[src/rtl/gpio_irq_pkg.sv]
package gpio_irq_pkg;

    localparam int unsigned NPIN    = 32;
    localparam int unsigned DATA_W  = NPIN;
    localparam int unsigned IDX_W   = 3;
    localparam int unsigned FIELD_W = 2;
    localparam int unsigned HALF    = NPIN / 2;

    typedef enum logic [IDX_W-1:0] {
        IDX_DOUT    = 3'd0,
        IDX_DIR     = 3'd1,
        IDX_PADS    = 3'd2,
        IDX_TRIG_LO = 3'd3,
        IDX_TRIG_HI = 3'd4,
        IDX_MASK    = 3'd5,
        IDX_STAT    = 3'd6,
        IDX_DUAL    = 3'd7
    } reg_idx_e;

    typedef enum logic [FIELD_W-1:0] {
        TRIG_LOW  = 2'b00,
        TRIG_HIGH = 2'b01,
        TRIG_RISE = 2'b10,
        TRIG_FALL = 2'b11
    } trig_e;

    typedef struct packed {
        logic [DATA_W-1:0] dout;
        logic [DATA_W-1:0] dir;
        logic [DATA_W-1:0] trig_lo;
        logic [DATA_W-1:0] trig_hi;
        logic [DATA_W-1:0] mask;
        logic [DATA_W-1:0] dual;
    } cfg_regs_t;

    // Pick the trigger field of one pin from the lower or upper config word.
    function automatic trig_e pin_trig(input logic [DATA_W-1:0] lo,
                                       input logic [DATA_W-1:0] hi,
                                       input int unsigned       pin,
                                       input int unsigned       half);
        logic [DATA_W-1:0] word;
        word = (pin < half) ? lo : hi;
        return trig_e'(word[FIELD_W*(pin % half) +: FIELD_W]);
    endfunction

    // Evaluate one trigger mode against the current and previous sample.
    function automatic logic trig_hit(input trig_e mode, input logic cur, input logic old);
        logic hit;
        case (mode)
            TRIG_LOW:  hit = ~cur;
            TRIG_HIGH: hit = cur;
            TRIG_RISE: hit = cur & ~old;
            default:   hit = ~cur & old;
        endcase
        return hit;
    endfunction

endpackage

[src/rtl/gpio_sync.sv]
module gpio_sync #(
    parameter int unsigned W      = 32,
    parameter int unsigned STAGES = 2
) (
    input  logic         clk,
    input  logic         rst,
    input  logic [W-1:0] d,
    output logic [W-1:0] q
);
    logic [STAGES-1:0][W-1:0] chain;

    always_ff @(posedge clk) begin
        if (rst) chain <= '0;
        else     chain <= {chain[STAGES-2:0], d};
    end

    assign q = chain[STAGES-1];

    AST_SYNC_DELAY: assert property (@(posedge clk) disable iff (rst)
        !$past(rst) |-> (chain[0] == $past(d)));
endmodule

[src/rtl/gpio_irq_detect.sv]
module gpio_irq_detect
    import gpio_irq_pkg::*;
#(
    parameter int unsigned N = NPIN
) (
    input  logic              clk,
    input  logic              rst,
    input  logic [N-1:0]      pin_sync,
    input  logic [DATA_W-1:0] trig_lo,
    input  logic [DATA_W-1:0] trig_hi,
    input  logic [N-1:0]      dual,
    output logic [N-1:0]      evt
);
    localparam int unsigned HALF_N = N / 2;

    logic [N-1:0] prev;

    always_ff @(posedge clk) begin
        if (rst) prev <= '0;
        else     prev <= pin_sync;
    end

    for (genvar p = 0; p < N; p++) begin : g_pin
        assign evt[p] = dual[p] ? (pin_sync[p] ^ prev[p])
                                : trig_hit(pin_trig(trig_lo, trig_hi, p, HALF_N),
                                           pin_sync[p], prev[p]);
    end

    AST_DUAL_ONLY_CHANGE: assert property (@(posedge clk) disable iff (rst)
        ((evt & dual & ~(pin_sync ^ prev)) == '0));
    AST_PREV_TRACKS: assert property (@(posedge clk) disable iff (rst)
        !$past(rst) |-> (prev == $past(pin_sync)));
endmodule

[src/rtl/gpio_irq_status.sv]
module gpio_irq_status #(
    parameter int unsigned N = 32
) (
    input  logic         clk,
    input  logic         rst,
    input  logic [N-1:0] set_vec,
    input  logic [N-1:0] clr_vec,
    output logic [N-1:0] stat
);
    always_ff @(posedge clk) begin
        if (rst) stat <= '0;
        else     stat <= (stat & ~clr_vec) | set_vec;
    end

    AST_SET_WINS: assert property (@(posedge clk) disable iff (rst)
        !$past(rst) |-> ((stat & $past(set_vec)) == $past(set_vec)));
    AST_W1C_CLEARS: assert property (@(posedge clk) disable iff (rst)
        !$past(rst) |-> ((stat & $past(clr_vec & ~set_vec)) == '0));
    AST_NO_SPURIOUS: assert property (@(posedge clk) disable iff (rst)
        ((stat & ~$past(stat) & ~$past(set_vec)) == '0));
endmodule

[src/rtl/gpio_irq_port.sv]
module gpio_irq_port
    import gpio_irq_pkg::*;
#(
    parameter int unsigned SYNC_STAGES = 2
) (
    input  logic              clk,
    input  logic              rst,
    input  logic              bus_we,
    input  logic [IDX_W-1:0]  bus_addr,
    input  logic [DATA_W-1:0] bus_wdata,
    output logic [DATA_W-1:0] bus_rdata,
    input  logic [NPIN-1:0]   pad_in,
    output logic [NPIN-1:0]   pad_out,
    output logic [NPIN-1:0]   pad_oe,
    output logic              irq_lo,
    output logic              irq_hi
);
    cfg_regs_t         cfg;
    logic [NPIN-1:0]   pad_sync;
    logic [NPIN-1:0]   evt;
    logic [NPIN-1:0]   stat;
    logic [NPIN-1:0]   clr_vec;
    reg_idx_e          idx;

    assign idx = reg_idx_e'(bus_addr);

    gpio_sync #(.W(NPIN), .STAGES(SYNC_STAGES)) u_sync (
        .clk (clk),
        .rst (rst),
        .d   (pad_in),
        .q   (pad_sync)
    );

    gpio_irq_detect #(.N(NPIN)) u_detect (
        .clk      (clk),
        .rst      (rst),
        .pin_sync (pad_sync),
        .trig_lo  (cfg.trig_lo),
        .trig_hi  (cfg.trig_hi),
        .dual     (cfg.dual),
        .evt      (evt)
    );

    assign clr_vec = (bus_we && idx == IDX_STAT) ? bus_wdata : '0;

    gpio_irq_status #(.N(NPIN)) u_status (
        .clk     (clk),
        .rst     (rst),
        .set_vec (evt),
        .clr_vec (clr_vec),
        .stat    (stat)
    );

    always_ff @(posedge clk) begin
        if (rst) begin
            cfg <= '0;
        end else if (bus_we) begin
            case (idx)
                IDX_DOUT:    cfg.dout    <= bus_wdata;
                IDX_DIR:     cfg.dir     <= bus_wdata;
                IDX_TRIG_LO: cfg.trig_lo <= bus_wdata;
                IDX_TRIG_HI: cfg.trig_hi <= bus_wdata;
                IDX_MASK:    cfg.mask    <= bus_wdata;
                IDX_DUAL:    cfg.dual    <= bus_wdata;
                default:     ;
            endcase
        end
    end

    always_comb begin
        case (idx)
            IDX_DOUT:    bus_rdata = cfg.dout;
            IDX_DIR:     bus_rdata = cfg.dir;
            IDX_PADS:    bus_rdata = pad_sync;
            IDX_TRIG_LO: bus_rdata = cfg.trig_lo;
            IDX_TRIG_HI: bus_rdata = cfg.trig_hi;
            IDX_MASK:    bus_rdata = cfg.mask;
            IDX_STAT:    bus_rdata = stat;
            default:     bus_rdata = cfg.dual;
        endcase
    end

    assign pad_out = cfg.dout;
    assign pad_oe  = cfg.dir;
    assign irq_lo  = |(stat[HALF-1:0]    & cfg.mask[HALF-1:0]);
    assign irq_hi  = |(stat[NPIN-1:HALF] & cfg.mask[NPIN-1:HALF]);

    AST_DIR_WRITE: assert property (@(posedge clk) disable iff (rst)
        (bus_we && bus_addr == IDX_DIR) |=> (pad_oe == $past(bus_wdata)));
    AST_PADS_READONLY: assert property (@(posedge clk) disable iff (rst)
        (bus_we && bus_addr == IDX_PADS) |=> $stable(cfg));
    AST_IRQ_LO_MASKED: assert property (@(posedge clk) disable iff (rst)
        irq_lo |-> (|cfg.mask[HALF-1:0]));
    AST_IRQ_HI_PENDING: assert property (@(posedge clk) disable iff (rst)
        irq_hi |-> (|stat[NPIN-1:HALF]));
endmodule

[config.mk]
export PLATFORM = sky130hd
export DESIGN_NAME = gpio_irq_port
export DESIGN_NICKNAME = d
export VERILOG_FILES = /design/src/rtl/gpio_irq_pkg.sv /design/src/rtl/gpio_sync.sv /design/src/rtl/gpio_irq_detect.sv /design/src/rtl/gpio_irq_status.sv /design/src/rtl/gpio_irq_port.sv
export SDC_FILE = /design/constraint.sdc
export NUM_CORES = 1
export LEC_CHECK = 0
export BUFFER_PORTS_ARGS = -buffer_cell sky130_fd_sc_hd__buf_4
export CAP_MARGIN = 30
export CORE_UTILIZATION = 47
export DETAILED_ROUTE_END_ITERATION = 8
export PLACE_DENSITY = 0.66
export SYNTH_ARGS = -nofsm -noshare
export SYNTH_HDL_FRONTEND = slang
export SYNTH_HIERARCHICAL = 1
export SYNTH_SLANG_ARGS = --single-unit
export TNS_END_PERCENT = 5
[constraint.sdc]
create_clock -name clk -period 1.8 [get_ports clk]
set_input_delay 0.18 -clock clk [delete_from_list [all_inputs] [get_ports clk]]
set_output_delay 0.18 -clock clk [all_outputs]
set_load 0.05 [all_outputs]
==> flow_metrics.tcl <==
set metrics [dict create \
    status "complete, but fails checks" \
    violations "setup timing" \
    tightestPinTransition_ns 0.395 \
    via_per_inst 5.59 \
    cts_tree "done" \
    hold_violations 0 \
    critPathSlowestCell "dfxtp_2" \
    synth.top_cell.area_share 0.391 \
    synth_warnings 6 \
    detail-route-antenna-nets 0 \
    fin_crit_sh 1.15 \
    route.detailed.drc 0 \
    utilization 0.580 \
    met1_usage 0.362 \
    peakVddDrop_mv 0.712 \
    comb_power_share 0.135 \
    slowest_delay_ns 0.32 \
    timing.rr.start "u_sync/q[5]" \
    grt.overflow.total 0 \
    dp_slack_ns -0.0398 \
    arrival_ns 1.90 \
    synth_edf_count 0 \
    layout_min_cycle_time_ns 2.08 \
    io_buffers 167 \
    synthTopCellsByArea "dfxtp_1 (39%), nand2_1 (9.5%), a21oi_1 (8.1%)" \
    synth_cells 1948 \
    ys_ff_latch 320 \
    clock_path_buffers 3 \
    max-slew-margin-rel 0.737 \
    p_sw_mw 4.61 \
    grtUsageMet3 0.0430 \
    ff2ff_setup_slack_ns 0.37 \
    grt_usage 0.291 \
    dr.first_iter.drc_count 1429 \
    slew_violations 0 \
    path_class "flip-flop to output port" \
    r2r-end "u_status/stat[5]" \
    muxShareOfSynthArea 0.0385 \
    endpoint_kind "output port" \
    grt_pass1_vias 13600 \
    synth_most_common_cell "nand2_1" \
    leakagePower_nw 7.92 \
    worstSetupStartpointType "flip-flop" \
    internal_power_mw 12.7 \
    ctsHtreeMaxLevel 2 \
    syn-cell-area_mm2 0.0164 \
    wl_per_cell_um 20.6 \
    hold_path.class "primary input to flip-flop" \
    clk_latency_ns 0.53 \
    root_buffer "clkbuf_16" \
    globalplace.congestion 0.962 \
    grt_antenna_before_repair 0 \
    die-width_um 189 \
    max_freq_mhz 481 \
    final_layout_size_suffix_gt1_frac 0.252 \
    crit_end "irq_hi" \
    cp_cell_sequence "a22o_1 -> a221oi_2 -> nand4_1 -> buf_6" \
    grt_pass1_wl_mm 79.9 \
    synth_top_family_by_area "simple AND/OR/NAND/NOR gates" \
    io_pins 168 \
    swShare 0.266 \
    crit_fanout 2 \
    use_met2 0.486 \
    fp.dieArea_mm2 0.0356 \
    cts.reportedPaths.clkPinSlew_ns 0.06 \
    avgSynthCellArea_um2 8.42 \
    synth_fa_ha_area_frac 0.0488 \
    powerDensity_mw_per_mm2 867 \
    synth_xor_area_frac 0.0171 \
    yosys.area_share.simple 0.220 \
    reg2reg_depth 7 \
    netlist.top_cell.by_area "dfxtp_1" \
    startpoint "cfg[57]" \
    core_area_mm2 0.0345 \
    async_flop_share 0 \
    grt_setup_unrepaired "yes" \
    rows 68 \
    final.setup.worst_slack_ns -0.278 \
    synthTopCellsByCount "nand2_1 (416), dfxtp_1 (320), a21oi_1 (265), inv_1 (128), buf_4 (104)" \
    cap_violations 0 \
    ys_types 51 \
    required_ns 1.62 \
    area_growth_pct 21.8 \
    dr.pass1.iters 5 \
    clkPwrFrac 0.426 \
    routed_wl_mm 52.7 \
    power.share.sequential 0.439 \
    synth-main-ff-cell "dfxtp_1" \
    syn-num-nets 2082 \
    dpl.hpwl_mm 37.0 \
    grt_busiest_layer "met2" \
    grt_max_degree 54 \
    setup_violations 33 \
    start_util 0.476 \
    num_vias 14300 \
    seq_area_frac_synth 0.391 \
    clock-sinks 320 \
    fin_nets 2203 \
    numCtsBuffers 36 \
    fin_worst_skew_ns 0.0184 \
    synth_compound_area_frac 0.163 \
    die-height_um 189 \
]
[cell families after synthesis]
| logic type | Yosys count |
|---|---|
| compound gates | 420 |
| xor+xnor | 32 |
| fa+ha+maj | 64 |
| buf+inv | 354 |
| flops | 320 |
| mux | 49 |
| simple gates | 709 |
[layout by cell type (no fill, tap or decap), drive strengths merged, types with 32 or more instances in the layout]
master,Yosys,final
ha,64,64
dlygate4sd3,0,64
inv,128,129
and3b,48,48
buf,188,245
nand2,416,416
a21oi,265,265
a22oi,78,78
nor2b,64,64
nor2,65,65
clkbuf,38,51
dfxtp,320,320
nand2b,40,40
mux2,40,40
xnor2,32,32
and2,33,33
[state kept, by name, summed over array words and instances, names as in the netlist]
name           cells
pad_oe            32
u_sync/q          32
u_status/stat     32
cfg              128
pad_out           32
u_detect/prev     32
u_sync/chain      32
[power groups by stage]
| stage | Sequential (mW) | Clock [mW] | Combinational (mW) |
|---|---|---|---|
| floorplan | 7.59 | 0 | 1.47 |
| global placement | 7.73 | 0 | 2.08 |
| detailed placement | 7.74 | 0 | 2.12 |
| CTS | 7.59 | 7.47 | 2.29 |
| global route | 7.61 | 7.79 | 2.47 |
| finish | 7.60 | 7.38 | 2.33 |
[stage by stage]
| step | hold slack [ns] | cell area, µm² | std cells | setup TNS [ns] | total power, mW |
|---|---|---|---|---|---|
| after global routing | 0.0354 | 20000 | 2550 | -4.82 | 17.9 |
| after global placement | 0.394 | 17700 | 2420 | 0 | 9.82 |
| after floorplan | 0.247 | 16400 | 1948 | -4.82 | 9.06 |
| final | 0.0266 | 20000 | 2551 | -3.10 | 17.3 |
| after detailed placement | 0.396 | 17700 | 2420 | -0.0508 | 9.86 |
| after CTS | 0.0276 | 19800 | 2550 | -3.50 | 17.3 |
[metal layers]
metal | wire length, µm | share of wire | up-vias
li1 | - | - | 6626
met1 | 20700 | 0.39 | 6804
met2 | 24900 | 0.47 | 672
met3 | 4110 | 0.078 | 159
met4 | 2960 | 0.056 | 0
met5 | 0 | 0 | -
[critical path, delay by kind of cell, from the launching register on]
| family | cells | cell delay (ns) |
|---|---|---|
| AO/OA/AOI/OAI | 2 | 0.54 |
| buffers and inverters | 1 | 0.24 |
| flip-flops | 1 | 0.32 |
| AND/OR/NAND/NOR | 1 | 0.28 |
[final cells by class]
class                   count  area (µm²)
flip-flops and latches    320        6530
clock buffers              51        1030
multi-input cells        1274        8290
fillers                  3089       14500
diodes                      1        2.50
inverters                 128         480
clock inverters            13         155
repair buffers            309        2930
well taps                 455         569
[how the worst min path moves through the flow]
stage,from,endpoint,slack [ns],cells after the start
2_1_floorplan,rst,u_detect/prev[25],0.25,1
3_3_place_gp,pad_in[26],u_sync/chain[26],0.39,2
3_5_place_dp,pad_in[30],u_sync/chain[30],0.40,2
4_1_cts,rst,u_detect/prev[31],0.03,2
5_1_grt,rst,u_sync/chain[31],0.04,2
6_report,rst,u_detect/prev[29],0.03,2
[what timing repair did]
action | CTS | global route
buffers inserted | 2 | 0
hold buffers | 64 | 0
endpoints found under the setup margin | 34 | 34
resized for setup | 117 | 27
hold endpoints to repair | 221 | 0
pin swaps | 19 | 5
(Power assumes the default switching activity.)
